<file path="src/rtl/wdg_keyed_pkg.sv">
package wdg_keyed_pkg;
   typedef enum logic [7:0] {
      OFS_KEY = 8'h00,
      OFS_CNT = 8'h04,
      OFS_RLD = 8'h08,
      OFS_EWC = 8'h14
   } wdg_ofs_e;

   localparam logic [31:0] KEY_START_DEF  = 32'h0000_CCCC;
   localparam logic [31:0] KEY_RELOAD_DEF = 32'h0000_AAAA;

   localparam int unsigned EWC_ACK_BIT = 14;
   localparam int unsigned EWC_EN_BIT  = 15;
   localparam int unsigned CNT_RUN_BIT = 16;
endpackage

</file>
<file path="src/rtl/wdg_keyed_regs.sv">
module wdg_keyed_regs
   import wdg_keyed_pkg::*;
#(
   parameter int unsigned CNT_W      = 12,
   parameter int unsigned ADDR_W     = 8,
   parameter logic [31:0] START_KEY  = KEY_START_DEF,
   parameter logic [31:0] RELOAD_KEY = KEY_RELOAD_DEF
) (
   input  logic              clk,
   input  logic              rst_n,
   input  logic              bus_wr,
   input  logic [ADDR_W-1:0] bus_addr,
   input  logic [31:0]       bus_wdata,
   output logic [31:0]       bus_rdata,
   input  logic [CNT_W-1:0]  cnt,
   input  logic              run,
   input  logic              ew_flag,
   output logic [CNT_W-1:0]  rld,
   output logic [CNT_W-1:0]  cmp,
   output logic              ew_en,
   output logic              start_req,
   output logic              reload_req,
   output logic              ew_ack
);
   logic hit_key, hit_rld, hit_ewc;

   assign hit_key = bus_wr && (bus_addr == ADDR_W'(OFS_KEY));
   assign hit_rld = bus_wr && (bus_addr == ADDR_W'(OFS_RLD));
   assign hit_ewc = bus_wr && (bus_addr == ADDR_W'(OFS_EWC));

   assign start_req  = hit_key && (bus_wdata == START_KEY);
   assign reload_req = hit_key && (bus_wdata == RELOAD_KEY);
   assign ew_ack     = hit_ewc && bus_wdata[EWC_ACK_BIT];

   always_ff @(posedge clk or negedge rst_n) begin
      if (!rst_n) begin
         rld   <= '1;
         cmp   <= '0;
         ew_en <= 1'b0;
      end else begin
         if (hit_rld) rld <= bus_wdata[CNT_W-1:0];
         if (hit_ewc) begin
            cmp   <= bus_wdata[CNT_W-1:0];
            ew_en <= bus_wdata[EWC_EN_BIT];
         end
      end
   end

   always_comb begin
      bus_rdata = '0;
      case (bus_addr)
         ADDR_W'(OFS_CNT): begin
            bus_rdata[CNT_W-1:0]   = cnt;
            bus_rdata[CNT_RUN_BIT] = run;
         end
         ADDR_W'(OFS_RLD): bus_rdata[CNT_W-1:0] = rld;
         ADDR_W'(OFS_EWC): begin
            bus_rdata[CNT_W-1:0]   = cmp;
            bus_rdata[EWC_ACK_BIT] = ew_flag;
            bus_rdata[EWC_EN_BIT]  = ew_en;
         end
         default: bus_rdata = '0;
      endcase
   end


   key_excl_chk: assert property (@(posedge clk) disable iff (!rst_n)
      !(start_req && reload_req));
endmodule

</file>
<file path="src/rtl/wdg_keyed_counter.sv">
module wdg_keyed_counter #(
   parameter int unsigned CNT_W = 12
) (
   input  logic             clk,
   input  logic             rst_n,
   input  logic             start_req,
   input  logic             reload_req,
   input  logic [CNT_W-1:0] rld,
   output logic [CNT_W-1:0] cnt,
   output logic             run,
   output logic             expire
);
   always_ff @(posedge clk or negedge rst_n) begin
      if (!rst_n) begin
         cnt    <= '0;
         run    <= 1'b0;
         expire <= 1'b0;
      end else begin
         expire <= 1'b0;
         if (!run) begin
            if (start_req) begin
               run <= 1'b1;
               cnt <= rld;
            end
         end else if (reload_req) begin
            cnt <= rld;
         end else if (cnt == '0) begin
            cnt    <= rld;
            expire <= 1'b1;
         end else begin
            cnt <= cnt - 1'b1;
         end
      end
   end


   run_sticky_chk: assert property (@(posedge clk) disable iff (!rst_n)
      run |=> run);

   stopped_hold_chk: assert property (@(posedge clk) disable iff (!rst_n)
      (!run && !start_req) |=> (cnt == $past(cnt)));

   reload_load_chk: assert property (@(posedge clk) disable iff (!rst_n)
      (run && reload_req) |=> (cnt == $past(rld)));

   expire_load_chk: assert property (@(posedge clk) disable iff (!rst_n)
      expire |-> (run && cnt == $past(rld)));
endmodule

</file>
<file path="src/rtl/wdg_keyed_early.sv">
module wdg_keyed_early #(
   parameter int unsigned CNT_W    = 12,
   parameter bit          SET_WINS = 1'b1
) (
   input  logic             clk,
   input  logic             rst_n,
   input  logic             run,
   input  logic [CNT_W-1:0] cnt,
   input  logic [CNT_W-1:0] cmp,
   input  logic             ew_en,
   input  logic             reload_req,
   input  logic             ew_ack,
   output logic             flag
);
   logic match, clr, flag_d;

   assign match = run && ew_en && (cnt == cmp) && !reload_req;
   assign clr   = ew_ack || reload_req;

   generate
      if (SET_WINS) begin : g_set_wins
         assign flag_d = match || (flag && !clr);
      end else begin : g_clr_wins
         assign flag_d = (match || flag) && !clr;
      end
   endgenerate

   always_ff @(posedge clk or negedge rst_n) begin
      if (!rst_n) flag <= 1'b0;
      else        flag <= flag_d;
   end


   flag_src_chk: assert property (@(posedge clk) disable iff (!rst_n)
      $rose(flag) |-> $past(run && ew_en && cnt == cmp));

   reload_clear_chk: assert property (@(posedge clk) disable iff (!rst_n)
      reload_req |=> !flag);

   ack_clear_chk: assert property (@(posedge clk) disable iff (!rst_n)
      (ew_ack && !(run && ew_en && cnt == cmp)) |=> !flag);
endmodule

</file>
<file path="src/rtl/wdg_keyed.sv">
module wdg_keyed
   import wdg_keyed_pkg::*;
#(
   parameter int unsigned CNT_W      = 12,
   parameter int unsigned ADDR_W     = 8,
   parameter logic [31:0] START_KEY  = KEY_START_DEF,
   parameter logic [31:0] RELOAD_KEY = KEY_RELOAD_DEF,
   parameter bit          SET_WINS   = 1'b1
) (
   input  logic              clk,
   input  logic              rst_n,
   input  logic              bus_wr,
   input  logic [ADDR_W-1:0] bus_addr,
   input  logic [31:0]       bus_wdata,
   output logic [31:0]       bus_rdata,
   output logic              irq,
   output logic              rst_req
);
   generate
      if (CNT_W < 1 || CNT_W > EWC_ACK_BIT) begin : g_bad_cnt_w
         $error("CNT_W must be within 1..14 so fields do not overlap control bits");
      end
      if (ADDR_W < 5 || ADDR_W > 32) begin : g_bad_addr_w
         $error("ADDR_W must be within 5..32 to decode all offsets");
      end
      if (START_KEY == RELOAD_KEY) begin : g_bad_keys
         $error("start and reload keys must differ");
      end
   endgenerate

   logic [CNT_W-1:0] cnt, rld, cmp;
   logic             run, ew_en, ew_flag, start_req, reload_req, ew_ack, expire;

   wdg_keyed_regs #(
      .CNT_W(CNT_W), .ADDR_W(ADDR_W), .START_KEY(START_KEY), .RELOAD_KEY(RELOAD_KEY)
   ) u_regs (
      .clk(clk), .rst_n(rst_n), .bus_wr(bus_wr), .bus_addr(bus_addr),
      .bus_wdata(bus_wdata), .bus_rdata(bus_rdata), .cnt(cnt), .run(run),
      .ew_flag(ew_flag), .rld(rld), .cmp(cmp), .ew_en(ew_en),
      .start_req(start_req), .reload_req(reload_req), .ew_ack(ew_ack)
   );

   wdg_keyed_counter #(.CNT_W(CNT_W)) u_counter (
      .clk(clk), .rst_n(rst_n), .start_req(start_req), .reload_req(reload_req),
      .rld(rld), .cnt(cnt), .run(run), .expire(expire)
   );

   wdg_keyed_early #(.CNT_W(CNT_W), .SET_WINS(SET_WINS)) u_early (
      .clk(clk), .rst_n(rst_n), .run(run), .cnt(cnt), .cmp(cmp), .ew_en(ew_en),
      .reload_req(reload_req), .ew_ack(ew_ack), .flag(ew_flag)
   );

   assign irq     = ew_flag;
   assign rst_req = expire;


   rst_pulse_chk: assert property (@(posedge clk) disable iff (!rst_n)
      rst_req |-> $past(run && cnt == '0));
endmodule

</file>
<file path="config.mk">
export PLATFORM = sky130hd
export DESIGN_NAME = wdg_keyed
export DESIGN_NICKNAME = d
export VERILOG_FILES = /design/src/rtl/wdg_keyed_pkg.sv /design/src/rtl/wdg_keyed_regs.sv /design/src/rtl/wdg_keyed_counter.sv /design/src/rtl/wdg_keyed_early.sv /design/src/rtl/wdg_keyed.sv
export SDC_FILE = /design/constraint.sdc
export NUM_CORES = 1
export LEC_CHECK = 0
export BUFFER_PORTS_ARGS = -buffer_cell sky130_fd_sc_hd__buf_2
export CAP_MARGIN = 20
export CORE_MARGIN = 2
export CORE_UTILIZATION = 52
export CTS_CLUSTER_DIAMETER = 80
export CTS_CLUSTER_SIZE = 40
export DETAILED_ROUTE_END_ITERATION = 10
export GPL_ROUTABILITY_DRIVEN = 0
export PLACE_DENSITY = 0.77
export SLEW_MARGIN = 20
export SYNTH_ARGS = -nofsm -noshare
export SYNTH_HDL_FRONTEND = slang
export SYNTH_HIERARCHICAL = 1
export SYNTH_SLANG_ARGS = --single-unit
</file>
<file path="constraint.sdc">
create_clock -name clk -period 3.16 [get_ports clk]
set_input_delay 0.632 -clock clk [delete_from_list [all_inputs] [get_ports clk]]
set_output_delay 0.632 -clock clk [all_outputs]
set_load 0.005 [all_outputs]
</file>
==> results of run 1 <==
[critical path, stage by stage]
cell	delay (ns)
buf_2	0.11
or4_4	0.56
nor4_2	0.20
nand4_1	0.17
nor3_1	0.31
nor2b_1	0.22
o41a_1	0.25
o221a_1	0.29
a211o_1	0.22
[power by group through the flow]
stage	Sequential (W)	Clock, W	Combinational, W
3_3_place_gp	0.000557	0	0.0000861
3_5_place_dp	0.000558	0	0.0000878
2_1_floorplan	0.000552	0	0.0000530
5_1_grt	0.000551	0.000448	0.0000965
6_report	0.000549	0.000421	0.0000875
4_1_cts	0.000548	0.000429	0.0000881
[Yosys cell counts, types with 4 or more instances]
cell type and number:
nor2_1 6, nand4_1 5, dfrtp_1 28, dfstp_2 12, nor4bb_1 4, inv_1 17
buf_4 18, a222oi_1 12, nor4_1 9, xnor2_1 9, nand2_1 10, a21oi_1 4
clkbuf_1 5, mux2_4 10, nor3_1 5, o21ai_0 5, mux2_2 12, nand3_1 14
[kinds of logic (layout without fill, tap and decap cells)]
family / after synthesis / in the layout / synth area share, %
flops: 40 / 40 / 38.6
mux: 25 / 25 / 12.1
other cells: 1 / 17 / 0.142
buf+inv: 44 / 93 / 9.50
compound gates: 38 / 38 / 12.3
xor+xnor: 12 / 12 / 3.99
fa+ha+maj: 2 / 2 / 0.950
simple gates: 88 / 88 / 22.4
[state kept, by name, indices dropped and copies added (netlist names)]
signal,count
u_counter/cnt,12
u_regs/cmp,12
u_regs/ew_en,1
u_counter/run,1
u_regs/rld,12
u_early/flag,1
u_counter/expire,1
[through the flow]
stage | hold slack (ns) | setup WS (ns) | std cells | utilization, %
final | 0.454 | 0.381 | 382 | 63.8
after detailed placement | 0.525 | 0.0932 | 374 | 61.5
after global routing | 0.520 | 0.167 | 382 | 63.8
after CTS | 0.484 | 0.410 | 382 | 63.8
after global placement | 0.520 | 0.233 | 374 | 61.5
after floorplan | 0.336 | 0.438 | 266 | -
[layer usage]
| metal | track usage (%) | vias to the layer above |
|---|---|---|
| met5 | 0 | - |
| met4 | 6.24 | 0 |
| met1 | 34.4 | 1101 |
| li1 | - | 1036 |
| met2 | 38.1 | 117 |
| met3 | 4.69 | 8 |
[final cells by class]
class	count	area (sq um)
Fill cell	405	1740
Clock inverter	3	42.5
Tap cell	67	83.8
Sequential cell	40	1020
Inverter	17	63.8
Clock buffer	5	68.8
Multi-Input combinational cell	182	1440
Timing Repair Buffer	68	363
[how the worst max path moves through the flow]
stage / startpoint / slack, ns / cells after the start / to
after floorplan: bus_addr[5] / 0.44 / 8 / u_counter/cnt[8]
after global routing: bus_addr[5] / 0.17 / 10 / u_counter/cnt[0]
after detailed placement: bus_addr[5] / 0.09 / 9 / u_counter/cnt[8]
after CTS: bus_addr[5] / 0.41 / 9 / u_counter/cnt[8]
after global placement: bus_addr[5] / 0.23 / 9 / u_counter/cnt[8]
final: bus_addr[5] / 0.38 / 9 / u_counter/cnt[8]
==> results.py, run 1 <==
metrics = {
    "run_status": {
        "outcome": "complete, no violations",
    },
    "synth": {
        "ys_seq_elements": 40,
        "synthFlopType": "dfrtp_1",
        "ys_top_cells_by_area": "dfrtp_1, dfstp_2, mux2_4, buf_4, mux2_2",
        "synth_area_leader_cell": "dfrtp_1",
        "async_flop_share_pct": 100,
        "synth_top_area_share_pct": 26.6,
        "synth_warnings": 6,
        "synth_edf_count": 0,
        "ys_types": 58,
        "avgSynthCellArea_sq_um": 10.5,
        "netlist_instances": 250,
        "netlist_area_sq_um": 2640,
        "synth-seq-area-share_pct": 38.6,
    },
    "cts": {
        "numClockSinks": 40,
        "cts_buffers": 5,
        "cts_tree": "built",
        "htreeDepth": 2,
        "cts_resized": 0,
        "worstSkewPairLatency_ns": 0.29,
        "clk_pin_slew_worst_paths_ns": 0.08,
        "clk_path_buf_depth": 2,
        "hold_buffers": 0,
        "clockRootBuffer": "clkbuf_8",
        "post_cts_buffers": 0,
    },
    "drt": {
        "wl_per_cell_microns": 16.4,
        "routed.top_layer": "met4",
        "ant_nets": 0,
        "dr_wl_met2_mm": 3.04,
        "wl_met3_microns": 541,
        "drcViolationCount": 0,
        "num_vias": 2262,
        "m1WireLength_mm": 2.60,
        "firstDrtPassIters": 5,
        "drt_iter0_drc": 289,
        "avgViaCountPerCell": 5.92,
        "drt-total-wl_mm": 6.27,
    },
    "sta": {
        "drv_slew": 0,
        "tightest_slew_ns": 0.885,
        "finalCritPeriodShare_pct": 87.9,
        "min_period_ns": 2.78,
        "relSlewSlack_pct": 41.0,
        "fin_skew_ns": 0.00340,
        "hold_viol": 0,
        "rsz0062_at_grt": "no",
        "finalSetupTns_ns": 0,
        "setup_viol": 0,
        "max_freq_mhz": 360,
    },
    "critical_path": {
        "critPathLaunchType": "input pin",
        "reg2regPathDepth": 6,
        "critical_path_class": "input pin to flip-flop",
        "r2r_slack_ns": 0.76,
        "reg2reg_from": "u_counter/cnt[0]",
        "arrival_ns": 2.96,
        "crit_fanout": 8,
        "rr_endpoint": "u_counter/cnt[10]",
        "end_kind": "flip-flop",
        "crit_required_ns": 3.34,
    },
    "run": {
        "cap_violations": 0,
    },
    "power": {
        "power_frac_clock_pct": 39.8,
        "pwr-share-seq_pct": 51.9,
        "switching_share_pct": 23.3,
        "p_leak_nw": 1.51,
        "vdd_ir_drop_max_v": 0.000344,
        "total_power_w": 0.00106,
        "p_int_w": 0.000811,
        "p_sw_w": 0.000246,
        "p_per_area_nw_per_um2": 344,
        "combPwrFrac_pct": 8.3,
    },
    "finish": {
        "diodes": 0,
        "fin_area_sq_um": 3070,
        "final_cell_mix": "buf_2, dfrtp_1, inv_1, conb_1, nand3_1",
        "area_growth_pct": 16.6,
        "drive_gt1_share_pct": 39.7,
        "final_common_cell": "buf_2",
        "nNetsFinal": 359,
    },
    "grt": {
        "overflow": 0,
        "grt_use_total_pct": 24.2,
        "grt_antenna_before_repair": 0,
        "grt_max_degree": 41,
        "first_global_vias": 2043,
        "grt_pass1_wl_mm": 10.2,
    },
    "die": {
        "start_util_pct": 54.7,
        "io_pins": 77,
        "rows": 25,
        "die_x_microns": 75.2,
        "dieArea_sq_um": 5650,
        "die_height_microns": 75.2,
        "core-area_sq_um": 4820,
    },
    "placement": {
        "portBuffers": 59,
        "placed_area_sq_um": 2960,
        "dp_hpwl_mm": 4.78,
    },
    "hold_path": {
        "hold_path.class": "input pin to asynchronous set/reset pin",
    },
}
Power figures use the tool's default switching activity.
==> run 2, diff against run 1 <==
- REMOVE_ABC_BUFFERS: default -> 1
==> run 2 against run 1 <==
Net effect: sequential share of layout area shrank 0.19 points; wire length grew 1.4%; global-route usage increased by 0.73 points; critical path depth unchanged; die area unchanged; first-iteration DRC count up 18%; clock skew is 0.0016 ns higher; power up 2.6%; worst hold slack gained 0.010 ns; highest routed layer unchanged.
==> results.py, run 2 (synthesis gave the netlist of run 1 again) <==
metrics = {
    "sta": {
        "finalSetupTns_ns": 0,
        "tightest_slew_ns": 0.904,
        "fin_skew_ns": 0.00503,
        "drv_slew": 0,
        "hold_viol": 0,
        "finalCritPeriodShare_pct": 86.7,
        "rsz0062_at_grt": "no",
        "relSlewSlack_pct": 39.7,
        "min_period_ns": 2.74,
        "setup_viol": 0,
        "max_freq_mhz": 365,
    },
    "die": {
        "start_util_pct": 54.7,
        "rows": 25,
        "io_pins": 77,
        "core-area_sq_um": 4820,
        "die_x_microns": 75.2,
        "die_height_microns": 75.2,
        "dieArea_sq_um": 5650,
    },
    "critical_path": {
        "worst-path-stages": 9,
        "crit_buf_inv": 2,
        "crit_family": "simple AND/OR/NAND/NOR gates",
        "reg2regPathDepth": 6,
        "end_kind": "flip-flop",
        "worst_path_largest_cell_delay_ns": 0.55,
        "arrival_ns": 2.93,
        "critPathLaunchType": "input pin",
        "crit_start": "bus_addr[5]",
        "crit_fanout": 10,
        "path_cells": "buf_2 > or4_4 > nor4_2 > nand4_1 > nor3_1 > nor2b_1 > o41a_1 > buf_4 > a311o_1",
        "slowest_stage": "or4_4",
        "reg2reg_from": "u_counter/cnt[0]",
        "crit_required_ns": 3.35,
        "critical_path_class": "input pin to flip-flop",
    },
    "grt": {
        "grt_use_total_pct": 24.9,
        "grt_max_degree": 41,
        "first_global_vias": 2090,
        "overflow": 0,
        "grt_pass1_wl_mm": 10.6,
        "grt_antenna_before_repair": 0,
    },
    "power": {
        "vdd_ir_drop_max_v": 0.000219,
        "switching_share_pct": 22.9,
        "total_power_w": 0.00108,
        "p_int_w": 0.000836,
        "combPwrFrac_pct": 8.1,
        "power_frac_clock_pct": 41.3,
        "p_sw_w": 0.000248,
        "pwr-share-seq_pct": 50.6,
        "p_leak_nw": 1.52,
        "p_per_area_nw_per_um2": 351,
    },
    "finish": {
        "drive_gt1_share_pct": 39.9,
        "nNetsFinal": 360,
        "reg.largest.list": "u_counter/cnt: 12 flops, u_regs/cmp: 12 flops, u_regs/rld: 12 flops",
        "final_cell_mix": "buf_2, dfrtp_1, inv_1, conb_1, nand3_1",
        "fin_util_pct": 64.2,
        "area_growth_pct": 17.3,
        "diodes": 0,
        "final_common_cell": "buf_2",
    },
    "drt": {
        "drt_iter0_drc": 340,
        "num_vias": 2258,
        "firstDrtPassIters": 6,
        "avgViaCountPerCell": 5.90,
        "drcViolationCount": 0,
        "wl_per_cell_microns": 16.6,
        "drt-total-wl_mm": 6.36,
        "ant_nets": 0,
    },
    "cts": {
        "cts_buffers": 5,
        "cts_resized": 0,
        "clk_pin_slew_worst_paths_ns": 0.08,
        "hold_buffers": 0,
        "post_cts_buffers": 0,
        "clk_path_buf_depth": 2,
        "clockRootBuffer": "clkbuf_8",
        "cts_tree": "built",
        "htreeDepth": 2,
        "worstSkewPairLatency_ns": 0.30,
        "numClockSinks": 40,
    },
    "run": {
        "cap_violations": 0,
    },
    "hold_path": {
        "hold_path.class": "input pin to asynchronous set/reset pin",
    },
    "placement": {
        "portBuffers": 59,
        "dp_hpwl_mm": 4.79,
    },
    "run_status": {
        "outcome": "complete, no violations",
    },
}
run 2: changes by cell type in the layout (fill, tap and decap cells not counted):
| cell | previous run | this run |
|---|---|---|
| clkinv_2 | 1 | 0 |
| clkinvlp_4 | 1 | 0 |
| clkbuf_8 | 5 | 6 |
| buf_4 | 9 | 10 |
| clkinv_4 | 0 | 1 |
run 2: final timing paths:
kind                                     end  slack, ns
setup / recovery            u_counter/cnt[9]       0.42
setup reg to reg           u_counter/cnt[10]       0.69
hold reg to reg             u_counter/cnt[3]       0.55
max in group asynchronous   u_counter/expire       2.14
hold / removal                 u_regs/cmp[7]       0.46
min in group clk            u_counter/cnt[3]       0.55
run 2: power by group through the flow:
stage | sequential [W] | clock (W) | combinational [W]
after floorplan | 0.000552 | 0 | 0.0000376
after global placement | 0.000556 | 0 | 0.0000862
after detailed placement | 0.000558 | 0 | 0.0000879
after CTS | 0.000548 | 0.000452 | 0.0000883
after global routing | 0.000550 | 0.000481 | 0.0000991
final | 0.000549 | 0.000448 | 0.0000878
run 2: metrics by stage:
stage / worst slack (ns) / cell area (sq um) / std cells / hold slack, ns
detailed placement: 0.141 / 2970 / 375 / 0.540
global placement: 0.220 / 2970 / 375 / 0.512
finish: 0.419 / 3090 / 383 / 0.465
CTS: 0.451 / 3090 / 383 / 0.491
floorplan: 0.0490 / 2510 / 239 / 0.336
global route: 0.298 / 3090 / 383 / 0.533
run 2: cell type report:
cell class	count	area (sq um)
fill	386	1730
timing repair buffer	69	370
multi-input combinational	182	1440
sequential	40	1020
clock inverter	2	38.8
inverter	17	63.8
clock buffer	6	82.6
tap	67	83.8
run 2: layer usage:
| metal | vias to the layer above | track usage (%) | wire length, microns |
|---|---|---|---|
| li1 | 1038 | - | - |
| met5 | - | 0 | 0 |
| met4 | 0 | 5.85 | 72 |
| met3 | 7 | 4.15 | 471 |
| met1 | 1093 | 35.9 | 2740 |
| met2 | 120 | 39.7 | 3070 |
run 2: worst register-to-register path, cell delays in order (launching register included):
cell	delay [ns]
dfrtp_1	0.45
inv_1	0.16
ha_1	0.18
or3b_4	0.42
o41ai_4	0.70
nor4_1	0.11
a311o_1	0.34
